`src/rtl/segport_pkg.sv`:
```
package segport_pkg;
    typedef enum logic [1:0] {
        STEP_HOLD     = 2'b00,
        STEP_UP       = 2'b01,
        STEP_DOWN     = 2'b10,
        STEP_HOLD_ALT = 2'b11
    } step_e;
endpackage

```
`src/rtl/segport_seg_ctr.sv`:
```
module segport_seg_ctr #(
    parameter int NSEG  = 4,
    parameter int SEL_W = 2
) (
    input  logic             clk,
    input  logic             rst_n,
    input  logic             adv,
    input  logic [SEL_W-1:0] lim_start,
    input  logic [SEL_W-1:0] lim_end,
    output logic [SEL_W-1:0] pos,
    output logic             at_end
);
    logic [SEL_W-1:0] pos_nxt;

    assign at_end = (pos == lim_end);

    always_comb begin
        pos_nxt = pos;
        if (adv) begin
            if (at_end)
                pos_nxt = lim_start;
            else if (int'(pos) == NSEG - 1)
                pos_nxt = '0;
            else
                pos_nxt = pos + 1'b1;
        end
    end

    always_ff @(posedge clk) begin
        if (!rst_n) pos <= '0;
        else        pos <= pos_nxt;
    end

    assert_reload_R4: assert property (@(posedge clk) disable iff (!rst_n)
        adv && (pos == lim_end) |=> pos == $past(lim_start));

    assert_idle_R5: assert property (@(posedge clk) disable iff (!rst_n)
        !adv |=> $stable(pos));
endmodule

```
`src/rtl/segport_cmp_reg.sv`:
```
module segport_cmp_reg #(
    parameter int DATA_W = 16,
    parameter int NSEG   = 4,
    parameter int SEL_W  = 2
) (
    input  logic                   clk,
    input  logic                   rst_n,
    input  logic                   wr_en,
    input  logic [SEL_W-1:0]       wr_sel,
    input  logic [DATA_W-1:0]      wdata,
    input  logic [SEL_W-1:0]       rd_sel,
    output logic [DATA_W*NSEG-1:0] word,
    output logic [DATA_W-1:0]      rd_seg
);
    for (genvar g = 0; g < NSEG; g++) begin : g_seg
        always_ff @(posedge clk) begin
            if (!rst_n)
                word[g*DATA_W +: DATA_W] <= '0;
            else if (wr_en && (int'(wr_sel) == g))
                word[g*DATA_W +: DATA_W] <= wdata;
        end
    end

    assign rd_seg = word[rd_sel*DATA_W +: DATA_W];

    assert_seg_load_R2: assert property (@(posedge clk) disable iff (!rst_n)
        wr_en |=> word[$past(wr_sel)*DATA_W +: DATA_W] == $past(wdata));

    assert_word_hold_R6: assert property (@(posedge clk) disable iff (!rst_n)
        !wr_en |=> $stable(word));
endmodule

```
`src/rtl/segport_addr_unit.sv`:
```
module segport_addr_unit
    import segport_pkg::*;
#(
    parameter int DEPTH = 16,
    parameter int AW    = 4
) (
    input  logic          clk,
    input  logic          rst_n,
    input  logic          load,
    input  logic [AW-1:0] load_val,
    input  logic          step,
    input  logic [1:0]    mode,
    input  logic          bg_sel,
    output logic [AW-1:0] addr
);
    localparam logic [AW-1:0] LAST = AW'(DEPTH - 1);

    logic [AW-1:0] ar_q [2];
    logic [AW-1:0] act;
    logic [AW-1:0] act_nxt;
    step_e         mode_e;

    assign mode_e = step_e'(mode);
    assign act    = ar_q[bg_sel];
    assign addr   = act;

    always_comb begin
        act_nxt = act;
        if (load) begin
            act_nxt = load_val;
        end else if (step) begin
            unique case (mode_e)
                STEP_UP:   act_nxt = (act == LAST) ? '0 : act + 1'b1;
                STEP_DOWN: act_nxt = (act == '0) ? LAST : act - 1'b1;
                STEP_HOLD, STEP_HOLD_ALT: act_nxt = act;
            endcase
        end
    end

    for (genvar g = 0; g < 2; g++) begin : g_set
        always_ff @(posedge clk) begin
            if (!rst_n)
                ar_q[g] <= '0;
            else if (int'(bg_sel) == g)
                ar_q[g] <= act_nxt;
        end
    end

    assert_load_R9: assert property (@(posedge clk) disable iff (!rst_n)
        load |=> ar_q[$past(bg_sel)] == $past(load_val));

    assert_fg_keep_R10: assert property (@(posedge clk) disable iff (!rst_n)
        bg_sel |=> $stable(ar_q[0]));

    assert_bg_keep_R10: assert property (@(posedge clk) disable iff (!rst_n)
        !bg_sel |=> $stable(ar_q[1]));

    assert_hold_mode_R7: assert property (@(posedge clk) disable iff (!rst_n)
        !load && !bg_sel && (mode == 2'b00 || mode == 2'b11) |=> $stable(ar_q[0]));

    assert_no_step_R11: assert property (@(posedge clk) disable iff (!rst_n)
        !load && !step && bg_sel |=> $stable(ar_q[1]));
endmodule

```
`src/rtl/segport_top.sv`:
```
module segport_top #(
    parameter int DATA_W = 16,
    parameter int WORD_W = 64,
    parameter int DEPTH  = 16
) (
    input  logic                       clk,
    input  logic                       rst_n,
    input  logic                       cyc_valid,
    input  logic                       cyc_write,
    input  logic                       mem_target,
    input  logic [DATA_W-1:0]          wr_data,
    input  logic [$clog2(WORD_W/DATA_W)-1:0] seg_start,
    input  logic [$clog2(WORD_W/DATA_W)-1:0] seg_end,
    input  logic [1:0]                 step_mode,
    input  logic                       bg_sel,
    input  logic                       ar_load,
    input  logic [$clog2(DEPTH)-1:0]   ar_load_val,
    input  logic                       instr_step,
    output logic [DATA_W-1:0]          rd_data,
    output logic [WORD_W-1:0]          cmp_word,
    output logic [$clog2(DEPTH)-1:0]   addr_out
);
    localparam int NSEG  = WORD_W / DATA_W;
    localparam int SEL_W = $clog2(NSEG);
    localparam int AW    = $clog2(DEPTH);

    logic             wr_fire, rd_fire;
    logic [SEL_W-1:0] wr_pos, rd_pos;
    logic             wr_at_end, rd_at_end;
    logic [DATA_W-1:0] rd_seg;
    logic             end_hit, do_step;

    assign wr_fire = cyc_valid && cyc_write;
    assign rd_fire = cyc_valid && !cyc_write;

    segport_seg_ctr #(.NSEG(NSEG), .SEL_W(SEL_W)) u_wr_ctr (
        .clk(clk), .rst_n(rst_n), .adv(wr_fire),
        .lim_start(seg_start), .lim_end(seg_end),
        .pos(wr_pos), .at_end(wr_at_end)
    );

    segport_seg_ctr #(.NSEG(NSEG), .SEL_W(SEL_W)) u_rd_ctr (
        .clk(clk), .rst_n(rst_n), .adv(rd_fire),
        .lim_start(seg_start), .lim_end(seg_end),
        .pos(rd_pos), .at_end(rd_at_end)
    );

    segport_cmp_reg #(.DATA_W(DATA_W), .NSEG(NSEG), .SEL_W(SEL_W)) u_cmp (
        .clk(clk), .rst_n(rst_n), .wr_en(wr_fire && !mem_target),
        .wr_sel(wr_pos), .wdata(wr_data), .rd_sel(rd_pos),
        .word(cmp_word), .rd_seg(rd_seg)
    );

    assign rd_data = mem_target ? '0 : rd_seg;
    assign end_hit = cyc_valid && mem_target && (cyc_write ? wr_at_end : rd_at_end);
    assign do_step = instr_step || end_hit;

    segport_addr_unit #(.DEPTH(DEPTH), .AW(AW)) u_addr (
        .clk(clk), .rst_n(rst_n), .load(ar_load), .load_val(ar_load_val),
        .step(do_step), .mode(step_mode), .bg_sel(bg_sel), .addr(addr_out)
    );
endmodule

```
`config.mk`:
```
export PLATFORM = sky130hd
export DESIGN_NAME = segport_top
export DESIGN_NICKNAME = d
export VERILOG_FILES = /design/src/rtl/segport_pkg.sv /design/src/rtl/segport_seg_ctr.sv /design/src/rtl/segport_cmp_reg.sv /design/src/rtl/segport_addr_unit.sv /design/src/rtl/segport_top.sv
export SDC_FILE = /design/constraint.sdc
export NUM_CORES = 1
export LEC_CHECK = 0
export BUFFER_PORTS_ARGS = -buffer_cell sky130_fd_sc_hd__buf_2
export CORE_MARGIN = 2
export CORE_UTILIZATION = 35
export DETAILED_ROUTE_END_ITERATION = 16
export PLACE_DENSITY = 0.61
export SETUP_SLACK_MARGIN = 0.05
export SLEW_MARGIN = 20
export SYNTH_ARGS = -nofsm -noshare
export SYNTH_HDL_FRONTEND = slang
export SYNTH_SLANG_ARGS = --single-unit
export TNS_END_PERCENT = 50
```
`constraint.sdc`:
```
create_clock -name clk -period 3.85 [get_ports clk]
set_clock_uncertainty 0.2 [all_clocks]
set_input_delay 0 -clock clk [delete_from_list [all_inputs] [get_ports clk]]
set_output_delay 0 -clock clk [all_outputs]
set_load 0.05 [all_outputs]
```
## Word-level counts from Yosys, hierarchy flattened

Memories as Yosys holds them, arrays and structs flattened.
Cells that the tools add are included.

| word-level totals | value |
|---|---|
| memories | 1 |
| register bits after elaboration | 68 |
| memory bits (writable) | 8 |
| word-level logic and storage cells | 60 |
| output and inout bits | 84 |
| input bits | 34 |

| cells by class | value |
|---|---|
| reductions and logical operators | 16 |
| add/subtract/negate cells | 4 |
| bitwise operators | 2 |
| shift-type cells | 1 |
| muxes and demuxes | 20 |
| equal/unequal tests | 10 |

Memories:

| memory | words | width | rd ports | clocked after memory_dff | wr ports | line | source |
|---|---|---|---|---|---|---|---|
| u_addr.ar_q | 2 | 4 | 1 | 0 | 2 | segport_addr_unit.sv:18 | `logic [AW-1:0] ar_q [2];` |

Operator list:

| operator | count |
|---|---|
| 64-bit by 7-bit indexed part select with 16-bit output | 1 |
| 4-bit 2-to-1 mux | 6 |
| 16-bit 2-to-1 mux | 1 |
| 4-bit case mux with 3 select lines | 1 |
| 1-bit logical AND | 9 |
| 2-bit == test, second input constant | 4 |
| 1-bit 2-to-1 mux | 8 |
| 2-bit 2-to-1 mux | 4 |
| 2-bit by 1-bit == test with 1-bit output, second input constant | 3 |
| 2-bit by 1-bit adder with 2-bit output, second input constant | 2 |
| 4-bit by 1-bit adder with 4-bit output, second input constant | 1 |
| 2-bit == test | 2 |
| 4-bit == test, second input constant | 1 |
| 2-bit zero test | 2 |
| 4-bit zero test | 1 |
| 4-bit by 1-bit subtractor with 4-bit output, second input constant | 1 |
| 1-bit zero test | 2 |
| 1-bit bitwise OR | 2 |
| 2-bit OR reduction | 1 |
| 1-bit logical OR | 1 |

## Longest topological paths before layout

| depth | value |
|---|---|
| word-level depth | 7 |
| mapped depth | 9 |
| mapped depth without buffers | 8 |

## Cells and area by module

A second synthesis with hierarchy kept.

| unflattened totals | value |
|---|---|
| cells, all modules | 388 |
| area, all modules | 4025.1 µm² |

By module, submodules not included:

| module | cells each | seq. area each (µm²) | area each (µm²) | instances |
|---|---|---|---|---|
| segport_cmp_reg | 248 | 1281.2 | 2824.0 | 1 |
| segport_addr_unit | 88 | 240.2 | 775.7 | 1 |
| segport_seg_ctr | 15 | 40.0 | 135.1 | 2 |
| segport_top | 22 | 0.0 | 155.1 | 1 |

## Worst setup path before layout

OpenSTA, ideal clock, no wires.

| timing | value |
|---|---|
| path kind | flip-flop to flip-flop |
| start point | memory u_addr.ar_q[1][0] |
| end point | memory u_addr.ar_q[1][3] (data pin) |
| stages on the path, launching flop included | 8 |
| buffers on the path | 0 |
| data required time | 3470 ps |
| slack | 1376 ps |
| setup time | 180 ps |
| arrival | 2094 ps |
| period minus slack after synthesis | 2474 ps |
| cell sequence | edfxtp_1 > mux2i_1 > inv_1 > ha_1 > a211oi_1 > o31a_1 > a211oi_2 > o41ai_2 |

RTL lines:

| element | line |
|---|---|
| start, declared | segport_addr_unit.sv:18 |

==> results.toml <==
[min_path]
hold_path_class = "in -> reg"

[floorplan]
start_util = 0.355
die_y_um = 111
dieArea_mm2 = 0.0124
die_x_um = 111
io_pins = 118
num_rows = 39
core_area_mm2 = 0.0113

[routing]
wl_um = 12100
drt_drc_violations_left = 0
vias = 3748
wl_per_cell_um = 16.6
ant_nets = 0
first_pass_iters = 4
drt_iter0_drc = 142
vias_per_cell = 5.13

[place]
gp_congestion = 0.846
place_ws_ps = 1460
dp_hpwl_um = 7970
io_buffer_count = 117
dpl_cell_area_mm2 = 0.00467

[clock_network]
cts_sinks = 76
cts_made_buffers = 9
cts_root_buffer = "clkbuf_16"
ctsResizeCount = 0
cts_max_level = 3
path_clk_slew_ps = 60
clockBufferDepth = 2
clk_latency_ps = 320
cts_setup_buffers = 0
cts_tree = "built"

[cells_and_area]
fin_nets = 626
final_cell_mix = "nand2_1, buf_2, dfxtp_1"
antenna_cells = 0
fin_util = 0.470
final_area_mm2 = 0.00532
drive_gt1_frac = 0.262
layout_commonest_cell = "nand2_1"
area_growth_pct = 32.5
fillers = 1081

[synthesis]
netlist_instances = 452
synth-seq-cells = 76
synth_edf_count = 8
ys_seq_area_frac = 0.399
yosys_warnings = 0
synthDistinctLibCells = 46
netlist_area_mm2 = 0.00402
ys.flop_type = "dfxtp_1"
syn-num-nets = 496
ys_async_sr_fraction = 0
synth.avg_cell_area_um2 = 8.89

[worst_setup_path]
path_cells = "mux2i_1 -> inv_1 -> ha_1 -> a211oi_1 -> o31a_1 -> a211oi_2 -> o41ai_2 -> dlygate4sd3_1"
r2r_cells = 8
critical_path_required_ps = 3850
endpoint = "u_addr.ar_q[1][3]"
max_stage_delay_ps = 580
critical_path_arrival_ps = 2960
timing.rr.end = "u_addr.ar_q[1][3]"
crit_start = "u_addr.ar_q[1][0]"
cp-end-kind = "flop"
r2r-start = "u_addr.ar_q[1][0]"
r2r_setup_slack_ps = 890
critical_path_class = "reg -> reg"
crit_path_start_kind = "flop"
slowest_stage = "dlygate4sd3_1"
critPathMaxFanout = 7

[power]
irDropWorstVdd_uv = 208
leakage_nw = 2.26
p_per_area_mw_per_mm2 = 403

[grt]
grt_util_all_layers = 0.193
grt_pass1_vias = 3697
grt_start_max_net_pins = 73
grt_overflow = 0
grt_pass1_wl_um = 19000
antenna_found_initial = 0

[timing]
worst_slack_ps = 887
slew_headroom = 0.469
hold_viol = 0
fin_crit_sh = 0.770
timing.setup.tns_ps = 0
tightest_slew_ps = 796
setup_viol = 0
grt_setup_unrepaired = "false"
finalCriticalPeriod_ps = 2960
timing.fmax_ghz = 0.337
drv_slew = 0

[flow_run]
cap_viol_max_count = 0

[status]
outcome = "finished clean"
-- metrics by stage --
step | power (W) | hold slack [ps] | std cells
after floorplan | 0.00104 | -65.1 | 452
after global placement | 0.00112 | 75.5 | 685
after detailed placement | 0.00112 | 85.8 | 685
after CTS | 0.00216 | 16.3 | 730
after global routing | 0.00223 | 64.8 | 730
final | 0.00214 | 30.5 | 730
-- worst max-delay path: cells and delay by family, from the launching register on --
kind / cells / cell delay (ps)
buffers and inverters: 2 / 770
AO/OA/AOI/OAI: 4 / 740
multiplexers: 1 / 450
flip-flops: 1 / 390
adder cells (fa/ha/maj): 1 / 290
-- cell families after synthesis --
kind of cell | count (synthesis) | share of synthesized area
and+or+nand+nor | 197 | 0.216
DFF | 76 | 0.399
buffers and inverters | 42 | 0.0442
AOI/OAI and AO/OA | 99 | 0.188
adders and majority gates | 10 | 0.0311
muxes | 24 | 0.113
xor gates and xnor gates | 4 | 0.00872
-- worst min path at each step --
stage                start                end  slack (ps)  depth (start not counted)
6_report         cyc_valid    u_wr_ctr.pos[1]          30                          5
5_1_grt             bg_sel  u_addr.ar_q[0][3]          60                          3
4_1_cts          cyc_valid    u_wr_ctr.pos[1]          20                          5
3_5_place_dp   wr_data[14]     u_cmp.word[14]          90                          3
3_3_place_gp   wr_data[15]     u_cmp.word[63]          80                          3
2_1_floorplan  wr_data[10]     u_cmp.word[10]         -70                          2
-- layout make-up --
class                           instances  area, µm²  share of cell area
Inverter                               12       45.0             0.00846
Clock inverter                          5        108              0.0202
Sequential cell                        76       1600               0.301
Clock buffer                           11        254              0.0477
Multi-Input combinational cell        334       2240               0.420
Tap cell                              143        179              0.0336
Timing Repair Buffer                  149        898               0.169
-- state kept, by name, summed over array words and instances (netlist names) --
signal	cells
u_addr.ar_q	8
u_cmp.word	64
u_wr_ctr.pos	2
u_rd_ctr.pos	2
-- cells in the mapped netlist, types with 3 or more instances --
cell,instances,area share
nand2_1,143,0.13
dfxtp_1,68,0.34
a21boi_0,60,0.11
clkbuf_1,22,0.021
nor2b_1,17,0.026
inv_1,12,0.011
mux4_2,12,0.067
ha_1,10,0.031
nor2_1,9,0.0084
edfxtp_1,8,0.060
mux2i_1,8,0.020
a21oi_1,7,0.0087
and2_1,6,0.0093
a21boi_1,5,0.0093
buf_2,4,0.0050
mux4_1,4,0.026
nor3_1,4,0.0050
o21ai_0,4,0.0050
xor2_1,4,0.0087
a211oi_1,3,0.0056
nand2b_1,3,0.0047
nand3_1,3,0.0037
nor3b_1,3,0.0056
o22ai_1,3,0.0047
-- where the power goes --
part           internal, W  switching (W)  total (W)  leakage, nW
Sequential        0.000819      0.0000156   0.000834        0.638
Clock             0.000675       0.000337    0.00101        0.175
Combinational     0.000113       0.000185   0.000298         1.45
-- metal layers --
metal	global-route usage	wire length [µm]	part of all wire
met5	0	0	0
met4	0.0535	141	0.012
met3	0.0448	816	0.067
met2	0.332	6000	0.50
met1	0.243	5150	0.43
-- repair_timing --
| item | CTS | global route |
|---|---|---|
| hold buffers | 29 | 0 |
| setup endpoints to repair | 0 | 0 |
| endpoints found under the hold margin | 76 | 0 |
(Power assumes the default switching activity.)
